[src/rtl/fbp_pkg.sv]
package fbp_pkg;
  localparam int DW = 16;

  localparam int SR_WSM_BIT   = 7;
  localparam int SR_VPP_BIT   = 3;
  localparam int SR_LOCK_BIT  = 1;
  localparam int SR_BUSY_BIT  = 0;
  localparam int SR_PERR0_BIT = 4;
  localparam int SR_PERR1_BIT = 5;

  localparam logic [DW-1:0] CMD_SETUP   = 16'h0080;
  localparam logic [DW-1:0] CMD_EXIT    = 16'hFFFF;
  localparam logic [DW-1:0] CMD_RDARRAY = 16'h00FF;
  localparam logic [DW-1:0] PAD_WORD    = 16'hFFFF;

  typedef enum logic [3:0] {
    ST_IDLE,
    ST_SETUP_A,
    ST_SETUP_B,
    ST_POLL_SETUP,
    ST_POLL_RDY,
    ST_LOAD,
    ST_POLL_PROG,
    ST_EXIT_WR,
    ST_POLL_EXIT,
    ST_FULL_CHK,
    ST_RD_ARRAY
  } fbp_state_e;
endpackage

[src/rtl/fbp_poll_timer.sv]
module fbp_poll_timer #(
  parameter int TW = 16
) (
  input  logic          clk_i,
  input  logic          rst_ni,
  input  logic          clr_i,
  input  logic          miss_i,
  input  logic [TW-1:0] limit_i,
  output logic          expired_o
);
  logic [TW-1:0] cnt_q;

  always_ff @(posedge clk_i or negedge rst_ni) begin
    if (!rst_ni)     cnt_q <= '0;
    else if (clr_i)  cnt_q <= '0;
    else if (miss_i) cnt_q <= cnt_q + 1'b1;
  end

  assign expired_o = (cnt_q >= limit_i);

  // the sequencer never records a miss once the limit is reached
  p_miss_below_limit_r10: assert property (@(posedge clk_i) disable iff (!rst_ni)
    miss_i |-> !expired_o);
endmodule

[src/rtl/fbp_buf_counter.sv]
module fbp_buf_counter #(
  parameter int BUF_WORDS = 32,
  parameter int CW        = 16
) (
  input  logic          clk_i,
  input  logic          rst_ni,
  input  logic          load_i,
  input  logic [CW-1:0] cnt_i,
  input  logic          step_i,
  input  logic          take_i,
  output logic          slot_last_o,
  output logic          remain_zero_o
);
  localparam int SW = (BUF_WORDS > 1) ? $clog2(BUF_WORDS) : 1;

  logic [SW-1:0] slot_q;
  logic [CW-1:0] remain_q;

  assign slot_last_o   = (slot_q == SW'(BUF_WORDS - 1));
  assign remain_zero_o = (remain_q == '0);

  always_ff @(posedge clk_i or negedge rst_ni) begin
    if (!rst_ni) begin
      slot_q   <= '0;
      remain_q <= '0;
    end else if (load_i) begin
      slot_q   <= '0;
      remain_q <= cnt_i;
    end else begin
      if (step_i) slot_q <= slot_last_o ? '0 : slot_q + 1'b1;
      if (take_i) remain_q <= remain_q - 1'b1;
    end
  end

  p_take_nonempty_r6: assert property (@(posedge clk_i) disable iff (!rst_ni)
    take_i |-> !remain_zero_o);
  p_take_is_written_r5: assert property (@(posedge clk_i) disable iff (!rst_ni)
    take_i |-> step_i);
endmodule

[src/rtl/fbp_seq.sv]
module fbp_seq
  import fbp_pkg::*;
#(
  parameter int AW        = 24,
  parameter int BLK_AW    = 16,
  parameter int BUF_WORDS = 32,
  parameter int CW        = 16,
  parameter int TW        = 16
) (
  input  logic          clk_i,
  input  logic          rst_ni,
  input  logic          start_i,
  input  logic [AW-1:0] start_addr_i,
  input  logic [CW-1:0] word_cnt_i,
  input  logic [TW-1:0] timeout_i,
  input  logic [15:0]   wdata_i,
  input  logic          wvalid_i,
  output logic          wready_o,
  output logic [AW-1:0] bus_addr_o,
  output logic [15:0]   bus_wdata_o,
  output logic          bus_we_o,
  output logic          bus_re_o,
  input  logic [15:0]   bus_rdata_i,
  output logic          busy_o,
  output logic          done_o,
  output logic          err_param_o,
  output logic          err_lock_o,
  output logic          err_vpp_o,
  output logic          err_timeout_o,
  output logic          err_prog_o
);
  localparam int BUFW = (BUF_WORDS > 1) ? $clog2(BUF_WORDS) : 1;
  localparam logic [AW-1:0] BLK_FLIP = AW'(1) << BLK_AW;

  fbp_state_e    state_q, state_d;
  logic [AW-1:0] base_q;
  logic [TW-1:0] tmo_q;
  logic          done_q;
  logic          e_param_q, e_lock_q, e_vpp_q, e_tmo_q, e_prog_q;

  logic slot_last, remain_zero, expired;
  logic miss, fin, accept, reject;
  logic set_vpp, set_lock, set_tmo, set_prog;
  logic bad_start;

  assign bad_start = (start_addr_i[BUFW-1:0] != '0) || (word_cnt_i == '0);

  // bus side
  always_comb begin
    bus_addr_o  = base_q;
    bus_wdata_o = '0;
    bus_we_o    = 1'b0;
    bus_re_o    = 1'b0;
    unique case (state_q)
      ST_SETUP_A, ST_SETUP_B: begin
        bus_we_o    = 1'b1;
        bus_wdata_o = CMD_SETUP;
      end
      ST_LOAD: begin
        bus_we_o    = remain_zero || wvalid_i;
        bus_wdata_o = remain_zero ? PAD_WORD : wdata_i;
      end
      ST_EXIT_WR: begin
        bus_we_o    = 1'b1;
        bus_addr_o  = base_q ^ BLK_FLIP;
        bus_wdata_o = CMD_EXIT;
      end
      ST_RD_ARRAY: begin
        bus_we_o    = 1'b1;
        bus_wdata_o = CMD_RDARRAY;
      end
      ST_POLL_SETUP, ST_POLL_RDY, ST_POLL_PROG, ST_POLL_EXIT, ST_FULL_CHK:
        bus_re_o = 1'b1;
      default: ;
    endcase
  end

  assign wready_o = (state_q == ST_LOAD) && !remain_zero;

  // sequencing
  always_comb begin
    state_d  = state_q;
    miss     = 1'b0;
    fin      = 1'b0;
    accept   = 1'b0;
    reject   = 1'b0;
    set_vpp  = 1'b0;
    set_lock = 1'b0;
    set_tmo  = 1'b0;
    set_prog = 1'b0;
    unique case (state_q)
      ST_IDLE: if (start_i) begin
        if (bad_start) begin
          reject = 1'b1;
          fin    = 1'b1;
        end else begin
          accept  = 1'b1;
          state_d = ST_SETUP_A;
        end
      end
      ST_SETUP_A: state_d = ST_SETUP_B;
      ST_SETUP_B: state_d = ST_POLL_SETUP;
      ST_POLL_SETUP: begin
        if (!bus_rdata_i[SR_WSM_BIT]) state_d = ST_POLL_RDY;
        else if (bus_rdata_i[SR_VPP_BIT] || bus_rdata_i[SR_LOCK_BIT]) begin
          set_vpp  = bus_rdata_i[SR_VPP_BIT];
          set_lock = bus_rdata_i[SR_LOCK_BIT];
          fin      = 1'b1;
        end else if (expired) begin
          set_tmo = 1'b1;
          fin     = 1'b1;
        end else miss = 1'b1;
      end
      ST_POLL_RDY: begin
        if (!bus_rdata_i[SR_BUSY_BIT]) state_d = ST_LOAD;
        else if (expired) begin
          set_tmo = 1'b1;
          fin     = 1'b1;
        end else miss = 1'b1;
      end
      ST_LOAD: if (bus_we_o && slot_last) state_d = ST_POLL_PROG;
      ST_POLL_PROG: begin
        if (!bus_rdata_i[SR_BUSY_BIT]) state_d = remain_zero ? ST_EXIT_WR : ST_POLL_RDY;
        else if (expired) begin
          set_tmo = 1'b1;
          fin     = 1'b1;
        end else miss = 1'b1;
      end
      ST_EXIT_WR: state_d = ST_POLL_EXIT;
      ST_POLL_EXIT: begin
        if (bus_rdata_i[SR_WSM_BIT]) state_d = ST_FULL_CHK;
        else if (expired) begin
          set_tmo = 1'b1;
          fin     = 1'b1;
        end else miss = 1'b1;
      end
      ST_FULL_CHK: begin
        set_prog = bus_rdata_i[SR_PERR0_BIT] || bus_rdata_i[SR_PERR1_BIT];
        state_d  = ST_RD_ARRAY;
      end
      ST_RD_ARRAY: fin = 1'b1;
      default: state_d = ST_IDLE;
    endcase
    if (fin) state_d = ST_IDLE;
  end

  always_ff @(posedge clk_i or negedge rst_ni) begin
    if (!rst_ni) begin
      state_q   <= ST_IDLE;
      base_q    <= '0;
      tmo_q     <= '0;
      done_q    <= 1'b0;
      e_param_q <= 1'b0;
      e_lock_q  <= 1'b0;
      e_vpp_q   <= 1'b0;
      e_tmo_q   <= 1'b0;
      e_prog_q  <= 1'b0;
    end else begin
      state_q <= state_d;
      done_q  <= fin;
      if (accept) begin
        base_q <= start_addr_i;
        tmo_q  <= timeout_i;
      end
      if (accept || reject) begin
        e_param_q <= reject;
        e_lock_q  <= 1'b0;
        e_vpp_q   <= 1'b0;
        e_tmo_q   <= 1'b0;
        e_prog_q  <= 1'b0;
      end else begin
        if (set_lock) e_lock_q <= 1'b1;
        if (set_vpp)  e_vpp_q  <= 1'b1;
        if (set_tmo)  e_tmo_q  <= 1'b1;
        if (set_prog) e_prog_q <= 1'b1;
      end
    end
  end

  fbp_poll_timer #(.TW(TW)) u_timer (
    .clk_i     (clk_i),
    .rst_ni    (rst_ni),
    .clr_i     (state_d != state_q),
    .miss_i    (miss),
    .limit_i   (tmo_q),
    .expired_o (expired)
  );

  fbp_buf_counter #(.BUF_WORDS(BUF_WORDS), .CW(CW)) u_bufcnt (
    .clk_i         (clk_i),
    .rst_ni        (rst_ni),
    .load_i        (accept),
    .cnt_i         (word_cnt_i),
    .step_i        ((state_q == ST_LOAD) && bus_we_o),
    .take_i        (wvalid_i && wready_o),
    .slot_last_o   (slot_last),
    .remain_zero_o (remain_zero)
  );

  assign busy_o        = (state_q != ST_IDLE);
  assign done_o        = done_q;
  assign err_param_o   = e_param_q;
  assign err_lock_o    = e_lock_q;
  assign err_vpp_o     = e_vpp_q;
  assign err_timeout_o = e_tmo_q;
  assign err_prog_o    = e_prog_q;

  p_reject_quiet_r1: assert property (@(posedge clk_i) disable iff (!rst_ni)
    (state_q == ST_IDLE && start_i && bad_start) |=>
      (!bus_we_o && !bus_re_o && done_o && err_param_o));
  p_first_poll_after_setup_r2: assert property (@(posedge clk_i) disable iff (!rst_ni)
    (state_q == ST_POLL_SETUP && $rose(bus_re_o)) |->
      ($past(bus_we_o) && $past(bus_wdata_o) == CMD_SETUP));
  p_load_after_ready_r4: assert property (@(posedge clk_i) disable iff (!rst_ni)
    (state_q == ST_LOAD && $past(state_q) == ST_POLL_RDY) |->
      !$past(bus_rdata_i[SR_BUSY_BIT]));
  p_exit_outside_block_r7: assert property (@(posedge clk_i) disable iff (!rst_ni)
    (bus_we_o && bus_wdata_o == CMD_EXIT && bus_addr_o != base_q) |->
      (bus_addr_o[AW-1:BLK_AW] != base_q[AW-1:BLK_AW]));
  p_done_single_r9: assert property (@(posedge clk_i) disable iff (!rst_ni)
    done_o |=> !done_o);
  p_strobe_exclusive_r2: assert property (@(posedge clk_i) disable iff (!rst_ni)
    !(bus_we_o && bus_re_o));
endmodule

[config.mk]
export PLATFORM = sky130hd
export DESIGN_NAME = fbp_seq
export DESIGN_NICKNAME = d
export VERILOG_FILES = /design/src/rtl/fbp_pkg.sv /design/src/rtl/fbp_poll_timer.sv /design/src/rtl/fbp_buf_counter.sv /design/src/rtl/fbp_seq.sv
export SDC_FILE = /design/constraint.sdc
export NUM_CORES = 1
export LEC_CHECK = 0
export CAP_MARGIN = 5
export CORE_AREA = 2 2 110 112
export DETAILED_ROUTE_END_ITERATION = 16
export DIE_AREA = 0 0 112 114
export PLACE_DENSITY = 0.74
export SLEW_MARGIN = 20
export SYNTH_ARGS = -nofsm -noshare
export SYNTH_HDL_FRONTEND = slang
export SYNTH_SLANG_ARGS = --single-unit
[constraint.sdc]
create_clock -name clk_i -period 5.45 [get_ports clk_i]
set_input_delay 0.545 -clock clk_i [delete_from_list [all_inputs] [get_ports clk_i]]
set_output_delay 0.545 -clock clk_i [all_outputs]
set_load 0.005 [all_outputs]
==> impl_metrics.py, run 1 <==
metrics = {
    "layout": {
        "diodes": 0,
        "fin_area_sq_um": 6580,
        "drive_above_1_share_pct": 6.73,
        "nets": 791,
        "syn_to_final_growth_pct": 29.8,
    },
    "grt": {
        "grtUsageTotal_pct": 19.7,
        "grt_antenna_before_repair": 0,
        "first_global_vias": 4506,
        "overflow": 0,
        "grt_pass1_wl_mm": 20.8,
        "grt_max_degree": 74,
    },
    "floorplanning": {
        "coreArea_sq_um": 11700,
        "die_area_sq_um": 12800,
        "dieWidth_microns": 112,
        "fp.dieH_microns": 114,
        "pin_count": 142,
        "start_util_pct": 43.3,
        "rows": 40,
    },
    "power_and_ir_drop": {
        "leakage_nw": 2.98,
        "p_per_area_nw_per_um2": 369,
        "p_total_w": 0.00243,
        "ir_drop_uv": 187,
    },
    "cts": {
        "cts_resized": 0,
        "numCtsBuffers": 9,
        "cts_sinks": 87,
        "cts.clk_slew.worst_paths_ns": 0.06,
        "cts_max_level": 3,
        "ctsLongestPathBuffers": 2,
        "postCtsSetupBuffers": 0,
        "holdBufCountCts": 0,
        "clk_latency_ns": 0.34,
        "cts_root_buffer": "clkbuf_16",
        "cts_tree": "built",
    },
    "drt": {
        "drt_iter0_markers": 281,
        "via_per_inst": 5.41,
        "wl_per_cell_microns": 15.3,
        "ant_nets": 0,
        "vias": 4495,
        "wirelength_mm": 12.8,
        "drt_pass1_iterations": 5,
        "drc": 0,
    },
    "outcome": {
        "status": "completed",
    },
    "sta": {
        "hold_viol_final": 0,
        "worst_hold_slack_ns": 0.0521,
        "slew_violations": 0,
        "worst_pin_slew_ns": 1.00,
        "timing.final.crit_share_pct": 67.0,
        "maxClockFrequency_ghz": 0.274,
        "setup-tns-final_ns": 0,
        "fin_skew_ns": 0.00677,
        "post-route-min-period_ns": 3.65,
        "rsz0062_at_grt": "false",
        "slew_headroom_pct": 33.1,
        "setup_viol": 0,
    },
    "place": {
        "gp_congestion": 0.860,
        "dp_hpwl_mm": 9.13,
        "post_dp_cell_area_sq_um": 6290,
        "io_buffers": 131,
    },
    "critical_path": {
        "regToRegStartpoint": "u_timer.cnt_q[0]$_DFFE_PN0P_",
        "crit_path_end_kind": "output pin",
        "r2r_setup_slack_ns": 2.32,
        "critical_path_class": "flip-flop to output pin",
        "reg2reg_to": "u_timer.cnt_q[15]$_DFFE_PN0P_",
        "ff2ff_path_depth": 9,
        "crit_required_ns": 4.91,
        "arrival_ns": 3.10,
        "worst_setup_path_start_kind": "flip-flop",
        "crit_fanout": 18,
    },
    "yosys": {
        "postSynthCellCount": 583,
        "synthArstFlopShare_pct": 100,
        "seq_area_frac_synth_pct": 42.9,
        "synth_mux_area_share_pct": 0.395,
        "ys.flop_type": "dfrtp_1",
        "synth_top_area_cell": "dfrtp_1",
        "synth-simple-area-share_pct": 27.2,
        "synth-edff-count": 0,
        "synth_area_sq_um": 5070,
        "ys_ff_latch": 87,
        "synth_compound_area_share_pct": 12.8,
        "synthXorXnorAreaFrac_pct": 4.15,
        "ys_warn_count": 0,
        "syn_avg_cell_area_sq_um": 8.70,
        "netlist.area_leader.share_pct": 42.9,
        "yosysUniqueCellTypes": 60,
        "synth_fa_ha_area_share_pct": 4.94,
        "synth.area.top_cells": "dfrtp_1 (43%), nand2_1 (8.6%), ha_1 (4.9%), o21ai_0 (4.1%), buf_4 (3.6%)",
        "synth_top_family_by_area": "simple AND/OR/NAND/NOR gates",
        "syn_nets": 695,
    },
    "min_path": {
        "hp-class": "input port to async pin",
    },
    "job": {
        "maxCapViolCount": 0,
    },
}
## layer usage
layer | GRT usage (%) | part of all wire, %
met5 | 0 | 0
met1 | 24.8 | 44
met3 | 3.19 | 5.1
met2 | 34.6 | 50
met4 | 7.32 | 1.7
## cells in the mapped netlist (all sizes together), types with 4 or more instances
master   number
nand2       116
nor2         44
a21o          4
clkbuf       11
and3         10
ha           20
a2111oi       4
nand2b        6
or4           6
nor2b         4
nand3        28
dfrtp        87
and2          9
xnor2         8
o21ai        44
xor2         16
inv          24
nand4        12
nor3         26
buf          37
nor4          4
a21oi        24
## metrics by stage
stage                     util, %  worst slack [ns]  std cells
final                        56.2              1.80        831
after global routing         56.2              1.50        831
after CTS                    56.2              1.79        831
after detailed placement     53.7              1.89        815
after global placement       53.7              1.95        815
after floorplan                 -              3.02        583
## power breakdown
group	leakage (nW)	switching (W)	internal (W)
Sequential	1.12	0.000145	0.000816
Combinational	1.72	0.000454	0.000408
Clock	0.136	0.000249	0.000355
## worst max-delay path, stage by stage (launching register included)
cell	delay [ns]
dfrtp_1	0.40
inv_1	0.09
ha_1	0.19
nor3b_4	0.31
nand3_2	0.18
nor2_1	0.79
o21ai_0	0.17
nand2_1	0.12
clkdlybuf4s50_1	0.51
## area by class of cell
cell class	instances	area (sq um)
fill	1039	5130
multi-input combinational	424	2510
sequential	87	2180
timing repair buffer	133	1320
clock buffer	11	233
tap	147	184
inverter	24	90.1
clock inverter	5	58.8
## cells by family after synthesis
kind of cell,after synthesis
AND/OR/NAND/NOR,276
buffers and inverters,72
multiplexers,2
flip-flops,87
XOR/XNOR,24
AO/OA/AOI/OAI,102
adder cells (fa/ha/maj),20
## registers in the layout, indices dropped and copies added (netlist names), 4 cells and up
| register | flops |
|---|---|
| base_q | 24 |
| tmo_q | 16 |
| u_bufcnt.remain_q | 16 |
| u_timer.cnt_q | 16 |
| u_bufcnt.slot_q | 5 |
| state_q | 4 |
## how the worst max path moves through the flow
stage,cells after the start,endpoint,startpoint,slack [ns]
2_1_floorplan,10,u_timer.cnt_q[0]$_DFFE_PN0P_,u_timer.cnt_q[0]$_DFFE_PN0P_,3.02
5_1_grt,8,bus_wdata_o[15],u_bufcnt.remain_q[0]$_DFFE_PN0P_,1.50
6_report,8,bus_wdata_o[8],u_bufcnt.remain_q[0]$_DFFE_PN0P_,1.80
3_5_place_dp,8,u_timer.cnt_q[9]$_DFFE_PN0P_,word_cnt_i[11],1.89
3_3_place_gp,8,u_timer.cnt_q[11]$_DFFE_PN0P_,word_cnt_i[11],1.95
4_1_cts,8,bus_wdata_o[8],u_bufcnt.remain_q[0]$_DFFE_PN0P_,1.79
## cell usage in the layout (no fill, tap or decap), types with 2 or more instances in the layout
master	count
nand3_2	4
o211ai_1	3
or3_1	2
inv_1	24
nor3_2	12
nor2_1	43
o21ai_0	42
nor2b_1	4
nand3_1	24
a2111oi_0	3
xnor2_1	8
nand2b_1	6
nor4_1	4
o31ai_1	3
a22oi_1	2
clkinvlp_4	2
nand3b_1	2
and3_1	9
or4_1	6
ha_1	20
o21a_1	3
a21oi_1	23
and2_1	9
clkdlybuf4s50_1	130
buf_4	3
nor3_1	14
nand4_1	12
mux2i_1	2
clkbuf_16	9
nand2_1	116
a21o_1	4
clkbuf_1	2
dfrtp_1	87
o311ai_0	2
xor2_1	16
(Power assumes the default switching activity.)
==> run 2, diff against run 1 <==
- clock period: 5.45 -> 3.7 ns (I/O delays scaled with it)
==> impl_metrics.py, run 2 (same netlist as run 1, synthesis figures left out) <==
metrics = {
    "grt": {
        "overflow": 0,
        "grtUsageTotal_pct": 19.0,
        "grt_max_degree": 88,
        "grt_pass1_wl_mm": 19.8,
        "first_global_vias": 4210,
        "grt_antenna_before_repair": 0,
    },
    "place": {
        "io_buffers": 131,
        "gp_congestion": 0.845,
        "dp_hpwl_mm": 8.74,
    },
    "layout": {
        "nets": 794,
        "final_core_util_pct": 56.2,
        "largest_register": "base_q",
        "largest_reg_flops": 24,
        "final_cell_mix": "clkdlybuf4s50_1 (130), nand2_1 (116), dfrtp_1 (87), nor2_1 (43), o21ai_0 (42)",
        "syn_to_final_growth_pct": 29.8,
        "multi_input_area_sq_um": 2510,
        "fillers": 1074,
        "final_common_cell": "clkdlybuf4s50_1",
        "drive_above_1_share_pct": 7.00,
        "diodes": 0,
        "seq_area_sq_um": 2180,
    },
    "floorplanning": {
        "coreArea_sq_um": 11700,
        "start_util_pct": 43.3,
        "fp.dieH_microns": 114,
        "die_area_sq_um": 12800,
        "pin_count": 142,
        "dieWidth_microns": 112,
        "rows": 40,
    },
    "cts": {
        "cts_sinks": 87,
        "cts_max_level": 3,
        "cts_tree": "built",
        "clk_latency_ns": 0.34,
        "numCtsBuffers": 9,
        "postCtsSetupBuffers": 0,
        "cts_resized": 0,
        "ctsLongestPathBuffers": 2,
        "cts_root_buffer": "clkbuf_16",
        "cts.clk_slew.worst_paths_ns": 0.06,
        "holdBufCountCts": 0,
    },
    "sta": {
        "post-route-min-period_ns": 3.05,
        "setup-tns-final_ns": 0,
        "slew_violations": 0,
        "slew_headroom_pct": 42.4,
        "fin_skew_ns": 0.00841,
        "maxClockFrequency_ghz": 0.328,
        "timing.final.crit_share_pct": 82.4,
        "hold_viol_final": 0,
        "worst_pin_slew_ns": 0.850,
        "setup_viol": 0,
        "rsz0062_at_grt": "false",
    },
    "min_path": {
        "hp-class": "input port to async pin",
    },
    "power_and_ir_drop": {
        "ir_drop_uv": 309,
        "p_total_w": 0.00349,
        "p_per_area_nw_per_um2": 530,
        "leakage_nw": 2.98,
    },
    "drt": {
        "drc": 0,
        "ant_nets": 0,
        "via_per_inst": 5.29,
        "drt_pass1_iterations": 4,
        "wirelength_mm": 12.1,
        "vias": 4404,
        "drt_iter0_markers": 316,
        "wl_per_cell_microns": 14.5,
    },
    "critical_path": {
        "worst_setup_path_start_kind": "flip-flop",
        "crit_path_end_kind": "flip-flop",
        "critical_path_class": "flip-flop to flip-flop",
        "crit_required_ns": 3.89,
        "crit_fanout": 16,
        "arrival_ns": 3.25,
    },
    "job": {
        "maxCapViolCount": 0,
    },
    "outcome": {
        "status": "completed",
    },
}
run 2: worst max-delay path: stages (launching register included):
cell	delay [ns]
dfrtp_1	0.43
inv_1	0.06
ha_1	0.26
nand2b_1	0.10
a2111oi_0	0.09
o311ai_1	0.72
a22oi_1	0.28
a22o_1	0.29
a31oi_4	0.54
nor3_1	0.13
run 2: where the power goes:
group / total [W] / internal [W] / switching, W
combinational: 0.00126 / 0.000607 / 0.000657
sequential: 0.00140 / 0.00120 / 0.000202
clock: 0.000823 / 0.000468 / 0.000354
run 2: final cells by class:
| type | count | share of cell area (%) |
|---|---|---|
| Clock buffer | 12 | 3.74 |
| Clock inverter | 3 | 0.304 |
| Tap cell | 147 | 2.79 |
| Inverter | 24 | 1.37 |
| Multi-Input combinational cell | 424 | 38.2 |
| Sequential cell | 87 | 33.1 |
| Timing Repair Buffer | 136 | 20.5 |
run 2: per-layer routing:
| layer | vias to the layer above | track usage, % | routed length, microns | part of all wire [%] |
|---|---|---|---|---|
| met2 | 125 | 32.7 | 5930 | 49 |
| met1 | 2083 | 23.7 | 5390 | 45 |
| met5 | - | 0 | 0 | 0 |
| met3 | 16 | 4.14 | 582 | 4.8 |
| li1 | 2180 | - | - | - |
| met4 | 0 | 6.91 | 212 | 1.8 |
run 2: final timing paths:
kind | depth (start not counted) | slack (ns) | end | startpoint
max | 9 | 0.65 | u_timer.cnt_q[12]$_DFFE_PN0P_ | u_timer.cnt_q[0]$_DFFE_PN0P_
min | 1 | 0.09 | base_q[2]$_DFFE_PN0P_ | rst_ni
max reg2reg | 9 | 0.65 | u_timer.cnt_q[12]$_DFFE_PN0P_ | u_timer.cnt_q[0]$_DFFE_PN0P_
min reg2reg | 2 | 0.47 | base_q[12]$_DFFE_PN0P_ | base_q[12]$_DFFE_PN0P_
max in group asynchronous | 1 | 3.09 | tmo_q[15]$_DFFE_PN0P_ | rst_ni
min in group clk_i | 2 | 0.47 | base_q[12]$_DFFE_PN0P_ | base_q[12]$_DFFE_PN0P_
run 2: stage by stage:
step | setup WS (ns) | hold slack [ns] | cell area, sq um | std cells
after floorplan | 1.27 | 0.0744 | 5070 | 583
after global placement | 0.604 | 0.448 | 6310 | 818
after detailed placement | 0.408 | 0.456 | 6310 | 818
after CTS | 0.609 | 0.268 | 6580 | 833
after global routing | 0.359 | 0.159 | 6580 | 833
final | 0.650 | 0.0852 | 6580 | 833
